## src/rtl/dev_gate_pkg.sv

```systemverilog
package dev_gate_pkg;
  typedef enum logic [1:0] {
    PRIV_USER = 2'b00,
    PRIV_SUPV = 2'b01,
    PRIV_KERN = 2'b10,
    PRIV_RSVD = 2'b11
  } priv_e;

  typedef struct packed {
    logic usr_wr;
    logic usr_rd;
    logic sup_wr;
    logic sup_rd;
  } perm_t;

  localparam int HDR_W = 32;
endpackage

```

## src/rtl/dev_hdr_reg.sv

```systemverilog
module dev_hdr_reg
  import dev_gate_pkg::*;
#(
  parameter logic [7:0] DEV_ID   = 8'h00,
  parameter int         DEV_SIZE = 0,
  parameter logic [3:0] DEV_REV  = 4'h0
) (
  input  logic             clk,
  input  logic             rst_n,
  input  logic             we,
  input  logic [3:0]       wbits,
  output perm_t            perm,
  output logic [HDR_W-1:0] hdr_word
);
  perm_t perm_q;

  always_ff @(posedge clk) begin
    if (!rst_n)  perm_q <= '0;
    else if (we) perm_q <= perm_t'(wbits);
  end

  assign perm     = perm_q;
  assign hdr_word = {DEV_ID, 2'b00, 6'(DEV_SIZE), DEV_REV, 8'h00, perm_q};

  // permission bits move only on an enabled header write
  assert_perm_hold_R4: assert property (@(posedge clk) disable iff (!rst_n)
    !we |=> $stable(perm_q));
endmodule

```

## src/rtl/dev_perm_check.sv

```systemverilog
module dev_perm_check
  import dev_gate_pkg::*;
(
  input  logic [1:0] priv,
  input  perm_t      perm,
  output logic       rd_ok,
  output logic       wr_ok
);
  always_comb begin
    unique case (priv)
      PRIV_KERN: begin rd_ok = 1'b1;        wr_ok = 1'b1;        end
      PRIV_SUPV: begin rd_ok = perm.sup_rd; wr_ok = perm.sup_wr; end
      default:   begin rd_ok = perm.usr_rd; wr_ok = perm.usr_wr; end
    endcase
  end
endmodule

```

## src/rtl/dev_regfile.sv

```systemverilog
module dev_regfile #(
  parameter int NWORDS = 31,
  parameter int IDX_W  = 6,
  parameter int DATA_W = 32
) (
  input  logic              clk,
  input  logic              rst_n,
  input  logic              we,
  input  logic [IDX_W-1:0]  widx,
  input  logic [DATA_W-1:0] wdata,
  input  logic [IDX_W-1:0]  ridx,
  output logic [DATA_W-1:0] rdata
);
  logic [NWORDS-1:0][DATA_W-1:0] words;

  for (genvar i = 0; i < NWORDS; i++) begin : g_word
    logic [DATA_W-1:0] q;
    always_ff @(posedge clk) begin
      if (!rst_n)                         q <= '0;
      else if (we && widx == IDX_W'(i))   q <= wdata;
    end
    assign words[i] = q;
  end

  always_comb begin
    rdata = '0;
    for (int k = 0; k < NWORDS; k++)
      if (ridx == IDX_W'(k)) rdata = words[k];
  end
endmodule

```

## src/rtl/dev_access_gate.sv

```systemverilog
module dev_access_gate
  import dev_gate_pkg::*;
#(
  parameter int         ADDR_W   = 8,
  parameter logic [7:0] DEV_ID   = 8'hA5,
  parameter int         DEV_SIZE = 1,
  parameter logic [3:0] DEV_REV  = 4'h3
) (
  input  logic              clk,
  input  logic              rst_n,
  input  logic [ADDR_W-1:0] addr,
  input  logic              rd_en,
  input  logic              wr_en,
  input  logic [31:0]       wdata,
  input  logic [1:0]        priv,
  output logic [31:0]       rdata,
  output logic              rvalid,
  output logic [ADDR_W:0]   span_bytes
);
  localparam int TOTAL_WORDS = (DEV_SIZE + 1) * 16;
  localparam int SPAN_BYTES  = TOTAL_WORDS * 4;
  localparam int WIDX_W      = ADDR_W - 2;
  localparam int RF_WORDS    = TOTAL_WORDS - 1;

  logic [WIDX_W-1:0] word;
  logic [WIDX_W-1:0] word_m1;
  logic              in_span, hdr_sel, be_sel;
  logic              rd_ok, wr_ok, hdr_we, rf_we;
  logic [31:0]       hdr_word, rf_rdata, rd_word;
  perm_t             perm;
  logic              unused_lsb;

  assign unused_lsb = ^addr[1:0];
  assign word       = addr[ADDR_W-1:2];
  assign word_m1    = word - 1'b1;
  assign in_span    = 32'(word) < 32'(TOTAL_WORDS);
  assign hdr_sel    = (word == '0);
  assign be_sel     = in_span && !hdr_sel;
  assign hdr_we     = wr_en && hdr_sel && (priv == PRIV_KERN);
  assign rf_we      = wr_en && be_sel && wr_ok;

  dev_hdr_reg #(.DEV_ID(DEV_ID), .DEV_SIZE(DEV_SIZE), .DEV_REV(DEV_REV)) u_hdr (
    .clk(clk), .rst_n(rst_n), .we(hdr_we), .wbits(wdata[3:0]),
    .perm(perm), .hdr_word(hdr_word)
  );

  dev_perm_check u_chk (
    .priv(priv), .perm(perm), .rd_ok(rd_ok), .wr_ok(wr_ok)
  );

  dev_regfile #(.NWORDS(RF_WORDS), .IDX_W(WIDX_W), .DATA_W(32)) u_rf (
    .clk(clk), .rst_n(rst_n), .we(rf_we), .widx(word_m1), .wdata(wdata),
    .ridx(word_m1), .rdata(rf_rdata)
  );

  always_comb begin
    if (!in_span)     rd_word = '0;
    else if (hdr_sel) rd_word = hdr_word;
    else if (rd_ok)   rd_word = rf_rdata;
    else              rd_word = '0;
  end

  always_ff @(posedge clk) begin
    if (!rst_n) begin
      rvalid <= 1'b0;
      rdata  <= '0;
    end else begin
      rvalid <= rd_en;
      rdata  <= rd_en ? rd_word : '0;
    end
  end

  assign span_bytes = (ADDR_W + 1)'(SPAN_BYTES);

  // fixed one-cycle read latency, idle output zero
  assert_rvalid_follows_R3: assert property (@(posedge clk) disable iff (!rst_n)
    rd_en |=> rvalid);
  assert_idle_zero_R3: assert property (@(posedge clk) disable iff (!rst_n)
    !rd_en |=> (!rvalid && rdata == '0));
  // refused register-file read yields zero
  assert_denied_read_zero_R6: assert property (@(posedge clk) disable iff (!rst_n)
    (rd_en && be_sel && priv != PRIV_KERN && !rd_ok) |=> (rdata == '0));
  // out-of-window read yields zero
  assert_out_of_span_zero_R9: assert property (@(posedge clk) disable iff (!rst_n)
    (rd_en && !in_span) |=> (rdata == '0));
  // non-kernel header write leaves permissions alone
  assert_hdr_nonkernel_R4: assert property (@(posedge clk) disable iff (!rst_n)
    (wr_en && hdr_sel && priv != PRIV_KERN) |=> $stable(perm));
endmodule

```

## config.mk

```make
export PLATFORM = sky130hd
export DESIGN_NAME = dev_access_gate
export DESIGN_NICKNAME = d
export VERILOG_FILES = /design/src/rtl/dev_gate_pkg.sv /design/src/rtl/dev_hdr_reg.sv /design/src/rtl/dev_perm_check.sv /design/src/rtl/dev_regfile.sv /design/src/rtl/dev_access_gate.sv
export SDC_FILE = /design/constraint.sdc
export NUM_CORES = 2
export LEC_CHECK = 0
export ABC_AREA = 1
export BUFFER_PORTS_ARGS = -buffer_cell sky130_fd_sc_hd__buf_2
export CAP_MARGIN = 15
export CORE_AREA = 5 5 348 350
export CTS_CLUSTER_DIAMETER = 200
export DETAILED_ROUTE_END_ITERATION = 16
export DIE_AREA = 0 0 353 355
export PLACE_DENSITY_LB_ADDON = 0.08
export SKIP_CTS_REPAIR_TIMING = 1
export SLEW_MARGIN = 20
export SYNTH_ARGS = -nofsm -noshare
export SYNTH_HDL_FRONTEND = slang
export SYNTH_SLANG_ARGS = --single-unit
```

## constraint.sdc

```tcl
create_clock -name clk -period 6.3 [get_ports clk]
set_input_delay 0.315 -clock clk [delete_from_list [all_inputs] [get_ports clk]]
set_output_delay 0.315 -clock clk [all_outputs]
set_load 0.05 [all_outputs]
```

==> impl_metrics.ini <==
[worst_setup_path]
cpPeakStageDelay_ps = 370
path_buf_inv = 6
cpMaxStageDelayCell = nand3_4
crit_path_max_fanout = 22
crit_type = input port to flip-flop
startpoint_type = input port
crit_family = simple AND/OR/NAND/NOR gates
setup.worst_path.end_class = flip-flop
crit_required_ps = 6860
worstPathArrival_ps = 4410
r2r_slack_ps = 2660

[yosys]
synth_edf_count = 0
synth_flop_cell = dfxtp_1
avgSynthCellArea_um2 = 7.58
yosys_warnings = 0
synthArstFlopShare = 0
postSynthCellCount = 5375
yosysSeqAreaShare = 0.506
ys_ff_latch = 1029
yosysUniqueCellTypes = 32
syn_area_um2 = 40700

[global_route]
grt_usage = 0.201
antenna_found_initial = 6
grt_first_pass_wirelength_um = 203000
grt_pass1_vias = 33506
overflow = 0
grt_max_degree = 236

[drt]
drt-initial-drc-count = 2626
remaining_drc_errors = 0
vias_per_cell = 5.19
wirelength_um = 130000
wire_per_inst_um = 19.1
dr.pass1.iters = 5
detail-route-antenna-nets = 0
num_vias = 35368

[clock_network]
cts_tree = yes
path_clk_slew_ps = 60
h-tree-depth = 3
cts-root-buf = clkbuf_16
clk_latency_ps = 690
clockBufferDepth = 3
cts_buffers = 116
cts_sinks = 1029

[run_status]
status = finished, violations left
violations = negative hold slack

[placed_design]
dp_hpwl_um = 81200
gp_congestion = 0.754
dp.cells = 6591
port_buffers = 76

[die]
design.die.area_um2 = 125000
io_pins = 88
rows = 126
start_util = 0.347
dieWidth_um = 353
die_y_um = 355
coreArea_um2 = 117000

[finish]
final_cells = 6819
drive_gt1_frac = 0.0979
area_delta_synth_final_pct = 13.4
final_cell_mix = a21oi_1 (1158), dfxtp_1 (1029), o21ai_0 (988)
mostFrequentLayoutCell = a21oi_1
nets = 5235
fillers = 11980

[power_and_ir_drop]
powerDensity_nw_per_um2 = 300
p_clk_frac = 0.493
vdd_ir_drop_max_mv = 0.245
pwr-share-comb = 0.036
switching_share = 0.229
power.leakage_nw = 17.5
p_seq_frac = 0.471
intPower_mw = 10.7
p_sw_mw = 3.17

[timing]
tightest_slew_ps = 1150
fmax_mhz = 260
finalSetupTns_ps = 0
hold_violations = 3
post-route-period-util = 0.611
skew_ps = 22.6
maxSlewViolCount = 0
holdWs_ps = -16.1
slew_headroom = 0.233
finalSetupViolations = 0
finalCriticalPeriod_ps = 3850
rsz0062_at_grt = no

[min_path]
holdCritPathClass = input port to flip-flop

[flow_run]
cap_violations = 0
metal layers:
metal	track usage	up-vias	wire length, µm
met5	0	-	34
met4	0.0484	4	2690
met3	0.0282	170	5870
met2	0.314	568	56500
met1	0.295	16686	65300
li1	-	17940	-
final timing paths:
| path | from | endpoint | cells past startpoint |
|---|---|---|---|
| worst max-delay path | addr[5] | rdata[21]$_SDFF_PP0_ | 26 |
| worst min-delay path | wdata[31] | u_rf.g_word[28].q[31]$_SDFFE_PN0P_ | 3 |
| worst max register to register | u_hdr.hdr_word[3]$_SDFFE_PN0P_ | u_rf.g_word[28].q[30]$_SDFFE_PN0P_ | 9 |
| worst min register to register | u_rf.g_word[8].q[14]$_SDFFE_PN0P_ | u_rf.g_word[8].q[14]$_SDFFE_PN0P_ | 2 |
Yosys cell counts (15+ instances only):
cell type,n,area share
nor2_1,303,0.028
clkbuf_1,462,0.043
nand4_1,175,0.027
o21ai_1,15,0.0018
or2_2,77,0.012
a21oi_1,1158,0.14
inv_1,198,0.018
o21ai_0,988,0.12
nand2_1,760,0.070
dfxtp_1,1029,0.51
a211oi_1,32,0.0059
nand3_1,83,0.010
buf_2,28,0.0034
through the flow:
stage / area, µm² / power [mW] / utilization / setup WS (ps)
floorplan: 40800 / 6.98 / - / 3740
global placement: 42100 / 7.18 / 0.359 / 1660
detailed placement: 42100 / 7.17 / 0.359 / 1690
CTS: 46000 / 14.0 / 0.391 / 2420
global route: 46200 / 14.3 / 0.393 / 2010
finish: 46200 / 13.9 / 0.393 / 2450
layout make-up:
class,count,area [µm²],area share
sequential,1029,20600,0.446
timing repair buffer,198,1410,0.0306
antenna,3,7.51,0.000163
clock buffer,176,3450,0.0747
clock inverter,35,390,0.00845
tap,1536,1920,0.0416
multi-input combinational,3637,17600,0.382
inverter,205,769,0.0167
power groups by stage:
stage | clock network (mW) | logic, mW | registers (mW)
floorplan | 0 | 0.304 | 6.68
global placement | 0 | 0.503 | 6.67
CTS | 7.02 | 0.501 | 6.53
finish | 6.83 | 0.500 | 6.53
detailed placement | 0 | 0.500 | 6.67
global route | 7.28 | 0.541 | 6.53
worst register-to-register path, stage by stage, from the launching register on:
cell     delay, ps
dfxtp_1        350
o21ai_0        100
a21oi_1        280
nand2_4        390
inv_1          540
nand2_1        690
inv_1          370
buf_4          480
o21ai_0        180
a21oi_1        160
state kept, by name, summed over array words and instances (netlist names):
| signal | count |
|---|---|
| u_rf.g_word.q | 992 |
| rdata | 32 |
| u_hdr.hdr_word | 4 |
| rvalid | 1 |
cells by family after synthesis:
family | share of synthesized area
adder cells (fa/ha/maj) | 0.000614
buffers and inverters | 0.0683
other | 0.000184
AND/OR/NAND/NOR | 0.154
flip-flops | 0.506
AO/OA/AOI/OAI | 0.272
No activity file was read; power rests on OpenSTA's default activity.
